<file path="src/rtl/store_pkg.sv">
package store_pkg;
  typedef enum logic [2:0] {
    OP_ORD_B = 3'd0,
    OP_INT_B = 3'd1,
    OP_ORD_S = 3'd2,
    OP_INT_S = 3'd3,
    OP_WORD  = 3'd4,
    OP_LONG  = 3'd5,
    OP_TRIP  = 3'd6,
    OP_QUAD  = 3'd7
  } st_op_e;

  typedef enum logic [2:0] {
    FLT_NONE     = 3'd0,
    FLT_OVF      = 3'd1,
    FLT_MISMATCH = 3'd2,
    FLT_UNALIGN  = 3'd3,
    FLT_OPERAND  = 3'd4
  } st_fault_e;

  typedef enum logic [1:0] {
    SQ_IDLE,
    SQ_SEND,
    SQ_FIN
  } sq_state_e;

  localparam int MAX_BEATS = 4;
  localparam int BEAT_W    = $clog2(MAX_BEATS);
endpackage

</file>
<file path="src/rtl/store_check.sv">
module store_check import store_pkg::*; #(
  parameter int REG_IDX_W = 5,
  parameter int DATA_W = 32,
  parameter int ADDR_W = 32,
  parameter logic [ADDR_W-1:0] PROT_BASE = '0,
  parameter logic [ADDR_W-1:0] PROT_MASK = 32'hFFFF_FC00
) (
  input  st_op_e                 op_i,
  input  logic [REG_IDX_W-1:0]   base_i,
  input  logic [DATA_W-1:0]      data_i,
  input  logic [ADDR_W-1:0]      addr_i,
  input  logic                   unalign_en_i,
  output st_fault_e              fault_o,
  output logic                   suppress_o,
  output logic [BEAT_W-1:0]      last_beat_o
);
  localparam int LANE_W = $clog2(DATA_W / 8);

  logic base_bad, in_prot, ovf, unal;

  always_comb begin
    base_bad = ((op_i == OP_LONG) && base_i[0]) ||
               (((op_i == OP_TRIP) || (op_i == OP_QUAD)) && (base_i[1:0] != 2'b00));
    in_prot  = (addr_i & PROT_MASK) == PROT_BASE;
    unique case (op_i)
      OP_INT_B: ovf = data_i != {{(DATA_W-8){data_i[7]}}, data_i[7:0]};
      OP_INT_S: ovf = data_i != {{(DATA_W-16){data_i[15]}}, data_i[15:0]};
      default:  ovf = 1'b0;
    endcase
    unal = (op_i == OP_WORD) && unalign_en_i && (addr_i[LANE_W-1:0] != '0);

    // ordering of fault causes
    if (base_bad)     fault_o = FLT_OPERAND;
    else if (in_prot) fault_o = FLT_MISMATCH;
    else if (ovf)     fault_o = FLT_OVF;
    else if (unal)    fault_o = FLT_UNALIGN;
    else              fault_o = FLT_NONE;
    suppress_o = base_bad || in_prot || ovf;

    unique case (op_i)
      OP_LONG: last_beat_o = BEAT_W'(1);
      OP_TRIP: last_beat_o = BEAT_W'(2);
      OP_QUAD: last_beat_o = BEAT_W'(3);
      default: last_beat_o = '0;
    endcase
  end
endmodule

</file>
<file path="src/rtl/store_lane.sv">
module store_lane import store_pkg::*; #(
  parameter int DATA_W = 32,
  localparam int BE_W = DATA_W / 8,
  localparam int LANE_W = $clog2(BE_W)
) (
  input  st_op_e              op_i,
  input  logic [LANE_W-1:0]   lane_i,
  input  logic [DATA_W-1:0]   data_i,
  output logic [DATA_W-1:0]   wdata_o,
  output logic [BE_W-1:0]     be_o
);
  logic [LANE_W-2:0] half;
  assign half = lane_i[LANE_W-1:1];

  always_comb begin
    unique case (op_i)
      OP_ORD_B, OP_INT_B: begin
        wdata_o = DATA_W'(data_i[7:0]) << (8 * lane_i);
        be_o    = BE_W'(1) << lane_i;
      end
      OP_ORD_S, OP_INT_S: begin
        wdata_o = DATA_W'(data_i[15:0]) << (16 * half);
        be_o    = BE_W'(2'b11) << (2 * half);
      end
      default: begin
        wdata_o = data_i;
        be_o    = '1;
      end
    endcase
  end
endmodule

</file>
<file path="src/rtl/store_seq.sv">
module store_seq import store_pkg::*; (
  input  logic               clk_i,
  input  logic               rst_ni,
  input  logic               start_i,
  input  logic               suppress_i,
  input  logic [BEAT_W-1:0]  last_beat_i,
  input  st_fault_e          fault_i,
  input  logic               mem_ready_i,
  output logic               idle_o,
  output logic               send_o,
  output logic [BEAT_W-1:0]  beat_o,
  output logic               done_o,
  output st_fault_e          fault_o
);
  sq_state_e         state_q;
  logic [BEAT_W-1:0] beat_q, last_q;
  st_fault_e         fault_q;

  always_ff @(posedge clk_i or negedge rst_ni) begin
    if (!rst_ni) begin
      state_q <= SQ_IDLE;
      beat_q  <= '0;
      last_q  <= '0;
      fault_q <= FLT_NONE;
    end else begin
      unique case (state_q)
        SQ_IDLE: if (start_i) begin
          fault_q <= fault_i;
          last_q  <= last_beat_i;
          beat_q  <= '0;
          state_q <= suppress_i ? SQ_FIN : SQ_SEND;
        end
        SQ_SEND: if (mem_ready_i) begin
          if (beat_q == last_q) state_q <= SQ_FIN;
          else                  beat_q  <= beat_q + BEAT_W'(1);
        end
        default: state_q <= SQ_IDLE;
      endcase
    end
  end

  assign idle_o  = state_q == SQ_IDLE;
  assign send_o  = state_q == SQ_SEND;
  assign done_o  = state_q == SQ_FIN;
  assign beat_o  = beat_q;
  assign fault_o = fault_q;

  assert_done_pulse_R11: assert property (@(posedge clk_i) disable iff (!rst_ni)
    done_o |=> !done_o);
  assert_idle_quiet_R11: assert property (@(posedge clk_i) disable iff (!rst_ni)
    idle_o |-> !send_o && !done_o);
  assert_no_overflow_R3: assert property (@(posedge clk_i) disable iff (!rst_ni)
    send_o |-> fault_q != FLT_OVF);
  assert_no_mismatch_write_R7: assert property (@(posedge clk_i) disable iff (!rst_ni)
    send_o |-> fault_q != FLT_MISMATCH);
  assert_no_bad_base_write_R6: assert property (@(posedge clk_i) disable iff (!rst_ni)
    send_o |-> fault_q != FLT_OPERAND);
endmodule

</file>
<file path="src/rtl/store_unit.sv">
module store_unit import store_pkg::*; #(
  parameter int REG_IDX_W = 5,
  parameter int DATA_W = 32,
  parameter int ADDR_W = 32,
  parameter logic [ADDR_W-1:0] PROT_BASE = '0,
  parameter logic [ADDR_W-1:0] PROT_MASK = 32'hFFFF_FC00,
  localparam int BE_W = DATA_W / 8,
  localparam int LANE_W = $clog2(BE_W)
) (
  input  logic                  clk_i,
  input  logic                  rst_ni,
  input  logic                  req_valid_i,
  output logic                  req_ready_o,
  input  logic [2:0]            req_op_i,
  input  logic [REG_IDX_W-1:0]  req_base_i,
  input  logic [DATA_W-1:0]     req_data_i,
  input  logic [ADDR_W-1:0]     req_addr_i,
  input  logic                  unalign_fault_en_i,
  output logic [REG_IDX_W-1:0]  rf_raddr_o,
  input  logic [DATA_W-1:0]     rf_rdata_i,
  output logic                  mem_valid_o,
  input  logic                  mem_ready_i,
  output logic [ADDR_W-1:0]     mem_addr_o,
  output logic [DATA_W-1:0]     mem_wdata_o,
  output logic [BE_W-1:0]       mem_be_o,
  output logic                  done_o,
  output logic [2:0]            fault_o
);
  st_op_e                op_in, op_q;
  logic [REG_IDX_W-1:0]  base_q;
  logic [DATA_W-1:0]     data_q, beat_data;
  logic [ADDR_W-1:0]     addr_q;
  st_fault_e             chk_fault, seq_fault;
  logic                  chk_suppress, idle, accept;
  logic [BEAT_W-1:0]     chk_last, beat;

  assign op_in  = st_op_e'(req_op_i);
  assign accept = req_valid_i && idle;

  store_check #(
    .REG_IDX_W(REG_IDX_W), .DATA_W(DATA_W), .ADDR_W(ADDR_W),
    .PROT_BASE(PROT_BASE), .PROT_MASK(PROT_MASK)
  ) i_check (
    .op_i(op_in), .base_i(req_base_i), .data_i(req_data_i), .addr_i(req_addr_i),
    .unalign_en_i(unalign_fault_en_i), .fault_o(chk_fault),
    .suppress_o(chk_suppress), .last_beat_o(chk_last)
  );

  store_seq i_seq (
    .clk_i(clk_i), .rst_ni(rst_ni), .start_i(accept), .suppress_i(chk_suppress),
    .last_beat_i(chk_last), .fault_i(chk_fault), .mem_ready_i(mem_ready_i),
    .idle_o(idle), .send_o(mem_valid_o), .beat_o(beat), .done_o(done_o),
    .fault_o(seq_fault)
  );

  always_ff @(posedge clk_i or negedge rst_ni) begin
    if (!rst_ni) begin
      op_q   <= OP_ORD_B;
      base_q <= '0;
      data_q <= '0;
      addr_q <= '0;
    end else if (accept) begin
      op_q   <= op_in;
      base_q <= req_base_i;
      data_q <= req_data_i;
      addr_q <= req_addr_i;
    end
  end

  assign rf_raddr_o = base_q + REG_IDX_W'(beat);
  assign beat_data  = (beat == '0) ? data_q : rf_rdata_i;
  assign mem_addr_o = {addr_q[ADDR_W-1:LANE_W], LANE_W'(0)} + (ADDR_W'(beat) << LANE_W);

  store_lane #(.DATA_W(DATA_W)) i_lane (
    .op_i(op_q), .lane_i(addr_q[LANE_W-1:0]), .data_i(beat_data),
    .wdata_o(mem_wdata_o), .be_o(mem_be_o)
  );

  assign req_ready_o = idle;
  assign fault_o     = seq_fault;

  assert_stall_hold_R10: assert property (@(posedge clk_i) disable iff (!rst_ni)
    mem_valid_o && !mem_ready_i |=> mem_valid_o && $stable(mem_addr_o)
      && $stable(mem_wdata_o) && $stable(mem_be_o));
  assert_addr_step_R5: assert property (@(posedge clk_i) disable iff (!rst_ni)
    $past(mem_valid_o && mem_ready_i) && mem_valid_o |->
      mem_addr_o == $past(mem_addr_o) + ADDR_W'(BE_W));
  assert_narrow_be_R1: assert property (@(posedge clk_i) disable iff (!rst_ni)
    mem_valid_o && (op_q inside {OP_ORD_B, OP_INT_B}) |-> $onehot0(mem_be_o) && mem_be_o != '0);
  assert_wide_be_R5: assert property (@(posedge clk_i) disable iff (!rst_ni)
    mem_valid_o && (op_q inside {OP_WORD, OP_LONG, OP_TRIP, OP_QUAD}) |-> mem_be_o == '1);
  assert_no_accept_busy_R11: assert property (@(posedge clk_i) disable iff (!rst_ni)
    mem_valid_o |-> !req_ready_o);
endmodule

</file>
<file path="config.mk">
export PLATFORM = sky130hd
export DESIGN_NAME = store_unit
export DESIGN_NICKNAME = d
export VERILOG_FILES = /design/src/rtl/store_pkg.sv /design/src/rtl/store_check.sv /design/src/rtl/store_lane.sv /design/src/rtl/store_seq.sv /design/src/rtl/store_unit.sv
export SDC_FILE = /design/constraint.sdc
export NUM_CORES = 1
export LEC_CHECK = 0
export BUFFER_PORTS_ARGS = -buffer_cell sky130_fd_sc_hd__buf_2
export CAP_MARGIN = 20
export CORE_MARGIN = 2
export CORE_UTILIZATION = 40
export CTS_CLUSTER_SIZE = 28
export DETAILED_ROUTE_END_ITERATION = 16
export PLACE_DENSITY = 0.74
export SLEW_MARGIN = 20
export SYNTH_ARGS = -nofsm -noshare
export SYNTH_HDL_FRONTEND = slang
export SYNTH_SLANG_ARGS = --single-unit
</file>
<file path="constraint.sdc">
create_clock -name clk_i -period 1.9 [get_ports clk_i]
set_input_delay 0.095 -clock clk_i [delete_from_list [all_inputs] [get_ports clk_i]]
set_output_delay 0.095 -clock clk_i [all_outputs]
set_load 0.02 [all_outputs]
</file>
==> impl_metrics.env, run 1 <==
export IMPL_final_layout_size_suffix_gt1_share_pct=42.11
export IMPL_overflow=0
export IMPL_drtAntennaViolNets=0
export IMPL_critPathLaunch="i_seq.beat_o[1]$_DFFE_PN0P_"
export IMPL_synthesis_instances=583
export IMPL_final_net_count=976
export IMPL_seq_area_um2=2002
export IMPL_root_buffer="sky130_fd_sc_hd__clkbuf_16"
export IMPL_power_switching_mw=6.935
export IMPL_clock_skew_final_ns=0.006026
export IMPL_finalWirelength_um=18680
export IMPL_clkPwrFrac_pct=10.6
export IMPL_grt_pass1_wl_um=26430
export IMPL_synth_cell_types=43
export IMPL_layout_filler_cells=805
export IMPL_floorplan_initialDensity_pct=41.05
export IMPL_floorplan_io_pins=188
export IMPL_clock_sinks=80
export IMPL_wl_per_cell_um=18.57
export IMPL_num_vias=5517
export IMPL_yosys_area_top_type_share_pct=42.53
export IMPL_grt_pass1_vias=5328
export IMPL_finalHoldViolations=0
export IMPL_cp_max_fo=6
export IMPL_groute_usage_overall_pct=26.28
export IMPL_power_per_cell_area_nw_per_um2=1867
export IMPL_fin_setup_tns_ns=-12.23
export IMPL_finalWorstSetupSlack_ns=-0.4150
export IMPL_clkLatencyLatePin_ns=0.33
export IMPL_numPortBuffers=185
export IMPL_yosys_warnings=0
export IMPL_violated_checks="setup timing"
export IMPL_critical_path_endpoint="mem_wdata_o[27]"
export IMPL_postSynthRegisterBits=80
export IMPL_clk_path_buf_depth=2
export IMPL_mappedNetlistArea_um2=4707
export IMPL_antenna_violations_before_repair=1
export IMPL_dieWidth_um=112.5
export IMPL_dieHeight_um=112.5
export IMPL_ys_dominant_reg_cell="sky130_fd_sc_hd__dfrtp_1"
export IMPL_avgSynthCellArea_um2=8.074
export IMPL_synthTopCellsByArea="sky130_fd_sc_hd__dfrtp_1 (43%), sky130_fd_sc_hd__nand2_1 (20%), sky130_fd_sc_hd__mux2i_1 (4.3%)"
export IMPL_instance_area_at_placement_um2=6111
export IMPL_layout_cell_area_non_filler_um2=8074
export IMPL_core_region_area_um2=11470
export IMPL_synth_most_common_cell="sky130_fd_sc_hd__nand2_1"
export IMPL_critPathRequiredTime_ns=1.80
export IMPL_syn2layout_area_growth_pct=71.53
export IMPL_cts_htree_levels=3
export IMPL_number_of_buffers_added_by_the_clock_tree_synthesis_step=9
export IMPL_synth_async_sr_flop_share_pct=100.0
export IMPL_reg2reg_slack_ns=0.40
export IMPL_hold_wc_path_type="primary input to register"
export IMPL_clk_pin_slew_ns=0.06
export IMPL_finalSetupViolCount=59
export IMPL_detail_route_vias_per_cell=5.484
export IMPL_number_of_slew_limit_violations_in_the_final_report=0
export IMPL_combinationalPowerShare_pct=67.2
export IMPL_worst_slew_pin_slew_ns=0.5933
export IMPL_slew_headroom_pct=60.08
export IMPL_crit_path_end_kind="primary output"
export IMPL_power_frac_seq_pct=22.3
export IMPL_reg2reg_to="i_seq.beat_o[0]$_DFFE_PN0P_"
export IMPL_status="finished, violations left"
export IMPL_grt_setup_unrepaired="yes"
export IMPL_timing_worst_setup_path_type="register to primary output"
export IMPL_yosysTopAreaCell="sky130_fd_sc_hd__dfrtp_1"
export IMPL_fmaxAchievable_ghz=0.4320
export IMPL_synth_edff_count=0
export IMPL_grt_max_degree=80
export IMPL_power_ir_vdd_worst_v=0.001669
export IMPL_ff2ff_path_depth=6
export IMPL_worst_r2r_startpoint="i_seq.beat_o[1]$_DFFE_PN0P_"
export IMPL_minimum_clock_period_after_layout_ns=2.315
export IMPL_synth_commonest_cells="sky130_fd_sc_hd__nand2_1 (253), sky130_fd_sc_hd__dfrtp_1 (80), sky130_fd_sc_hd__nor2_1 (26)"
export IMPL_synth_sequential_area_ratio_pct=42.53
export IMPL_fp_row_count=39
export IMPL_min_period_over_period_pct=121.8
export IMPL_number_of_max_cap_violations=0
export IMPL_drt_first_pass_iters=6
export IMPL_p_int_mw=8.139
export IMPL_power_share_switching_pct=46.01
export IMPL_fp_dieArea_um2=12650
export IMPL_power_static_leakage_nw=4.058
export IMPL_crit_path_start_kind="register"
export IMPL_drt_drc_violations_left=0
export IMPL_multiInputGateArea_um2=3267
export IMPL_worst_ep_arrival_time_ns=2.22
export IMPL_dp_hpwl_um=11220
export IMPL_tritoncts="yes"
export IMPL_initialDrtViolationCount=514
export IMPL_place_worst_setup_slack_ns=-0.09050
export IMPL_globalplace_congestion=0.9130
[flip-flops by register name, indices dropped and copies added (netlist names)]
name	cells
data_q	32
base_q	5
i_seq.beat_o	2
i_seq.state_q	2
i_seq.fault_o	3
i_seq.last_q	2
op_q	2
addr_q	32
[layout make-up]
| cell class | instances | share of cell area, % |
|---|---|---|
| diodes | 1 | 0.03099 |
| clock buffers | 12 | 3.177 |
| clock inverters | 1 | 0.06199 |
| inverters | 7 | 0.3874 |
| multi-input cells | 467 | 40.46 |
| flip-flops and latches | 80 | 24.79 |
| well taps | 143 | 2.216 |
| repair buffers | 295 | 28.87 |
[critical path: stages (launching register included)]
cell	delay [ns]
sky130_fd_sc_hd__dfrtp_1	0.42
sky130_fd_sc_hd__buf_6	0.15
sky130_fd_sc_hd__inv_4	0.05
sky130_fd_sc_hd__ha_4	0.17
sky130_fd_sc_hd__buf_12	0.14
sky130_fd_sc_hd__buf_16	0.14
sky130_fd_sc_hd__mux2i_4	0.28
sky130_fd_sc_hd__o22ai_2	0.09
sky130_fd_sc_hd__nor2_1	0.23
sky130_fd_sc_hd__a21oi_2	0.08
sky130_fd_sc_hd__buf_6	0.14
[power groups by stage]
stage | Sequential, mW | Combinational [mW] | Clock, mW
after floorplan | 3.11 | 4.40 | 0
after global placement | 3.19 | 6.83 | 0
after detailed placement | 3.20 | 6.92 | 0
after CTS | 3.24 | 8.01 | 1.61
after global routing | 3.46 | 10.7 | 1.69
final | 3.36 | 10.1 | 1.59
[cell usage in the layout, fill, tap and decap left out, types with 4 or more instances in the layout]
| master | count |
|---|---|
| sky130_fd_sc_hd__ha_4 | 4 |
| sky130_fd_sc_hd__nand2_1 | 241 |
| sky130_fd_sc_hd__and3_1 | 4 |
| sky130_fd_sc_hd__dfrtp_1 | 80 |
| sky130_fd_sc_hd__nor4_4 | 4 |
| sky130_fd_sc_hd__nor2_4 | 7 |
| sky130_fd_sc_hd__o22ai_2 | 4 |
| sky130_fd_sc_hd__nand2b_1 | 4 |
| sky130_fd_sc_hd__clkbuf_16 | 9 |
| sky130_fd_sc_hd__mux2_2 | 4 |
| sky130_fd_sc_hd__mux2i_4 | 7 |
| sky130_fd_sc_hd__nand3_1 | 7 |
| sky130_fd_sc_hd__mux2i_1 | 9 |
| sky130_fd_sc_hd__inv_1 | 4 |
| sky130_fd_sc_hd__nor4_1 | 7 |
| sky130_fd_sc_hd__mux2_4 | 10 |
| sky130_fd_sc_hd__dlygate4sd3_1 | 56 |
| sky130_fd_sc_hd__o21ai_2 | 5 |
| sky130_fd_sc_hd__o221ai_2 | 6 |
| sky130_fd_sc_hd__xor2_1 | 7 |
| sky130_fd_sc_hd__nand4_1 | 17 |
| sky130_fd_sc_hd__mux2i_2 | 4 |
| sky130_fd_sc_hd__xnor2_1 | 14 |
| sky130_fd_sc_hd__buf_2 | 127 |
| sky130_fd_sc_hd__buf_6 | 41 |
| sky130_fd_sc_hd__xnor2_2 | 7 |
| sky130_fd_sc_hd__nor2_2 | 5 |
| sky130_fd_sc_hd__nor2_1 | 14 |
| sky130_fd_sc_hd__xor2_2 | 5 |
| sky130_fd_sc_hd__buf_4 | 61 |
| sky130_fd_sc_hd__nand2_2 | 8 |
| sky130_fd_sc_hd__nand2_4 | 4 |
| sky130_fd_sc_hd__o21ai_0 | 5 |
| sky130_fd_sc_hd__nor2b_1 | 4 |
| sky130_fd_sc_hd__buf_12 | 6 |
| sky130_fd_sc_hd__o22ai_4 | 6 |
[per-stage QoR]
step	total power, mW	std cells	hold slack (ns)	utilization, %
finish	15.07	1006	0.01164	70.41
global route	15.84	1006	0.01601	70.41
CTS	12.85	1000	0.001832	64.12
detailed placement	10.12	921	0.06975	53.29
global placement	10.02	921	0.06736	53.29
floorplan	7.508	584	-0.2006	-
[worst min-delay path by stage]
stage	start	to	cells after the start
6_report	req_data_i[8]	data_q[8]$_DFFE_PN0P_	3
5_1_grt	req_data_i[8]	data_q[8]$_DFFE_PN0P_	3
4_1_cts	req_addr_i[18]	addr_q[18]$_DFFE_PN0P_	3
3_5_place_dp	rst_ni	base_q[4]$_DFFE_PN0P_	1
3_3_place_gp	rst_ni	base_q[4]$_DFFE_PN0P_	1
2_1_floorplan	rst_ni	addr_q[0]$_DFFE_PN0P_	0
[what timing repair did]
item	4_1_cts	5_1_grt
setup endpoints to repair	59	64
gates resized for setup	80	158
hold buffers	57	0
buffers inserted	6	9
cloned	3	0
endpoints found under the hold margin	87	0
pin swaps	13	34
[routing by layer]
layer	GRT usage, %	share of wire [%]	vias to the layer above
li1	-	-	2496
met1	31.47	36	2605
met2	46.18	51	347
met3	4.860	7.6	69
met4	11.46	5.1	0
met5	0	0	-
[cells by family after synthesis]
logic type | share of synthesized area (%)
and+or+nand+nor | 31.21
other | 0.07967
DFF | 42.53
AOI/OAI and AO/OA | 6.938
muxes | 7.602
xor gates and xnor gates | 6.140
adders and majority gates | 2.180
buffers and inverters | 3.323
Power figures use the tool's default switching activity.
==> inputs of run 2 (changes only) <==
--- a/config.mk
+++ b/config.mk
@@ -11,8 +11,9 @@
 export CORE_UTILIZATION = 40
 export CTS_CLUSTER_SIZE = 28
 export DETAILED_ROUTE_END_ITERATION = 16
-export PLACE_DENSITY = 0.74
+export PLACE_DENSITY = 0.72
 export SLEW_MARGIN = 20
 export SYNTH_ARGS = -nofsm -noshare
 export SYNTH_HDL_FRONTEND = slang
+export SYNTH_HIERARCHICAL = 1
 export SYNTH_SLANG_ARGS = --single-unit
==> run 2 against run 1 <==
Compared with the run above:
- the flow still finishes with violations (setup timing)
- sequential power up 7.1%
- wire length down 1.1%
- via count down 11%
- worst hold slack better by 0.0012 ns
- final cell count down 11%
- die area up 8.5%
- critical endpoint is now mem_addr_o[20]
- largest cell class unchanged
- highest routed layer is now met5
==> impl_metrics.env, run 2 <==
export IMPL_fp_dieArea_um2=13730
export IMPL_overflow=0
export IMPL_final_net_count=832
export IMPL_drt_first_pass_iters=5
export IMPL_wl_per_cell_um=20.67
export IMPL_power_frac_seq_pct=22.5
export IMPL_syn2layout_area_growth_pct=58.27
export IMPL_synthesis_instances=474
export IMPL_crit_path_start_kind="register"
export IMPL_core_region_area_um2=12570
export IMPL_clkLatencyLatePin_ns=0.35
export IMPL_fp_row_count=41
export IMPL_drtAntennaViolNets=0
export IMPL_holdWs_ns=0.01286
export IMPL_globalplace_congestion=0.9201
export IMPL_tritoncts="yes"
export IMPL_violated_checks="setup timing"
export IMPL_power_ir_vdd_worst_v=0.001574
export IMPL_yosys_warnings=6
export IMPL_avgSynthCellArea_um2=10.81
export IMPL_power_static_leakage_nw=3.699
export IMPL_minimum_clock_period_after_layout_ns=2.349
export IMPL_grtUsageMet2_pct=44.29
export IMPL_cts_htree_levels=3
export IMPL_critPathRequiredTime_ns=1.80
export IMPL_worst_ep_arrival_time_ns=2.25
export IMPL_mappedNetlistArea_um2=5124
export IMPL_mostFrequentLayoutCells="sky130_fd_sc_hd__buf_2 (119), sky130_fd_sc_hd__dfrtp_1 (76), sky130_fd_sc_hd__mux2_2 (70)"
export IMPL_hold_wc_path_type="primary input to register"
export IMPL_power_share_switching_pct=43.65
export IMPL_clk_path_buf_depth=2
export IMPL_finalWorstSetupSlack_ns=-0.4488
export IMPL_root_buffer="sky130_fd_sc_hd__clkbuf_16"
export IMPL_dieHeight_um=117.2
export IMPL_number_of_slew_limit_violations_in_the_final_report=0
export IMPL_finalSetupViolCount=60
export IMPL_status="finished, violations left"
export IMPL_grt_pass1_vias=4817
export IMPL_antenna_violations_before_repair=2
export IMPL_dp_hpwl_um=11770
export IMPL_slew_headroom_pct=43.86
export IMPL_combinationalPowerShare_pct=67.2
export IMPL_clock_sinks=80
export IMPL_crit_path_end_kind="primary output"
export IMPL_num_vias=4922
export IMPL_finalWirelength_um=18480
export IMPL_finalHoldViolations=0
export IMPL_cp_max_fo=3
export IMPL_most_common_cell_after_layout_fill_and_taps_aside="sky130_fd_sc_hd__buf_2"
export IMPL_global_route_usage_met1_pct=28.51
export IMPL_grt_busiest_layer="met2"
export IMPL_detail_route_vias_per_cell=5.506
export IMPL_p_int_mw=9.021
export IMPL_final_layout_size_suffix_gt1_share_pct=63.25
export IMPL_clock_skew_final_ns=0.006812
export IMPL_clk_pin_slew_ns=0.06
export IMPL_clkPwrFrac_pct=10.3
export IMPL_fmaxAchievable_ghz=0.4257
export IMPL_grt_setup_unrepaired="yes"
export IMPL_floorplan_io_pins=188
export IMPL_worst_slew_pin_slew_ns=0.8403
export IMPL_drt_drc_violations_left=0
export IMPL_power_switching_mw=6.988
export IMPL_initialDrtViolationCount=264
export IMPL_floorplan_initialDensity_pct=40.77
export IMPL_timing_worst_setup_path_type="register to primary output"
export IMPL_power_per_cell_area_nw_per_um2=1974
export IMPL_grt_max_degree=43
export IMPL_layout_top_registers="addr_q: 32 flops, data_q: 32 flops, base_q: 5 flops"
export IMPL_numPortBuffers=185
export IMPL_dieWidth_um=117.2
export IMPL_grt_pass1_wl_um=25700
export IMPL_grt_use_met3_pct=8.393
export IMPL_number_of_max_cap_violations=0
export IMPL_number_of_buffers_added_by_the_clock_tree_synthesis_step=9
export IMPL_min_period_over_period_pct=123.6
export IMPL_groute_usage_overall_pct=24.90
export IMPL_total_power_draw_mw=16.01
run 2: cell types whose count changed in the layout (fill, tap and decap cells not counted), moves of 7 or more:
cell                            change
sky130_fd_sc_hd__a22o_1             +9
sky130_fd_sc_hd__a22oi_2            +8
sky130_fd_sc_hd__and2_4             +9
sky130_fd_sc_hd__buf_2              -8
sky130_fd_sc_hd__buf_4             -13
sky130_fd_sc_hd__buf_6             +11
sky130_fd_sc_hd__dlygate4sd3_1     -25
sky130_fd_sc_hd__mux2_2            +66
sky130_fd_sc_hd__mux2_4            +27
sky130_fd_sc_hd__mux2i_4            -7
sky130_fd_sc_hd__nand2_1          -213
sky130_fd_sc_hd__nand3_1            +7
sky130_fd_sc_hd__nand3_2            +9
run 2: stage by stage:
| step | utilization [%] | cell area (µm²) | TNS (ns) | instances | worst slack [ns] |
|---|---|---|---|---|---|
| CTS | 59.19 | 7440 | -15.42 | 883 | -0.4058 |
| finish | 64.52 | 8109 | -15.90 | 894 | -0.4488 |
| global route | 64.50 | 8107 | -20.68 | 893 | -0.5684 |
| global placement | 50.86 | 6392 | -0.1785 | 823 | -0.07225 |
| detailed placement | 50.86 | 6392 | -1.088 | 823 | -0.2139 |
| floorplan | - | 5216 | -0.08055 | 475 | -0.08055 |
run 2: cell type report:
class	count	area, µm²
Inverter	5	18.77
Tap cell	172	215.2
Clock inverter	2	13.76
Timing Repair Buffer	258	2017
Antenna cell	1	2.502
Sequential cell	80	2007
Clock buffer	13	260.3
Fill cell	907	4459
Multi-Input combinational cell	363	3575
run 2: power groups by stage:
stage	combinational [mW]	sequential [mW]	clock [mW]
global placement	7.62	3.43	0
detailed placement	7.73	3.48	0
CTS	8.86	3.50	1.67
global route	11.3	3.72	1.77
floorplan	5.58	3.23	0
finish	10.8	3.60	1.65
run 2: worst max-delay path: stages, from the launching register on:
cell	delay, ns
sky130_fd_sc_hd__dfrtp_1	0.36
sky130_fd_sc_hd__ha_2	0.20
sky130_fd_sc_hd__fa_2	0.23
sky130_fd_sc_hd__nand4_4	0.16
sky130_fd_sc_hd__nor4_4	0.23
sky130_fd_sc_hd__or3b_4	0.45
sky130_fd_sc_hd__xnor2_4	0.14
sky130_fd_sc_hd__buf_6	0.13
run 2: repair_timing:
action                     in CTS  in global routing
gates cloned                    2                  1
setup buffers                  13                 13
gates resized for setup        84                170
pin swaps                      17                 52
setup endpoints to repair      61                 67
hold buffers                   30                  1
hold endpoints to repair       70                  1
run 2: final timing paths:
path,slack [ns],endpoint,cells past startpoint,startpoint
worst max-delay path,-0.45,mem_addr_o[20],7,addr_q[2]$_DFFE_PN0P_
worst min-delay path,0.01,addr_q[1]$_DFFE_PN0P_,2,req_addr_i[1]
worst max register to register,0.22,i_seq/fault_o[0]$_DFFE_PN0P_,4,i_seq/state_q[1]$_DFFE_PN0P_
worst min register to register,0.51,i_seq/fault_o[1]$_DFFE_PN0P_,1,i_seq/fault_o[1]$_DFFE_PN0P_
max in group asynchronous,0.96,op_q[2]$_DFFE_PN0P_,3,rst_ni
min in group asynchronous,0.31,data_q[2]$_DFFE_PN0P_,2,rst_ni
run 2: routing by layer:
metal | up-vias | share of wire, %
met1 | 2418 | 38
met5 | - | 0.060
met3 | 48 | 7.9
li1 | 2211 | -
met4 | 2 | 2.6
met2 | 243 | 52
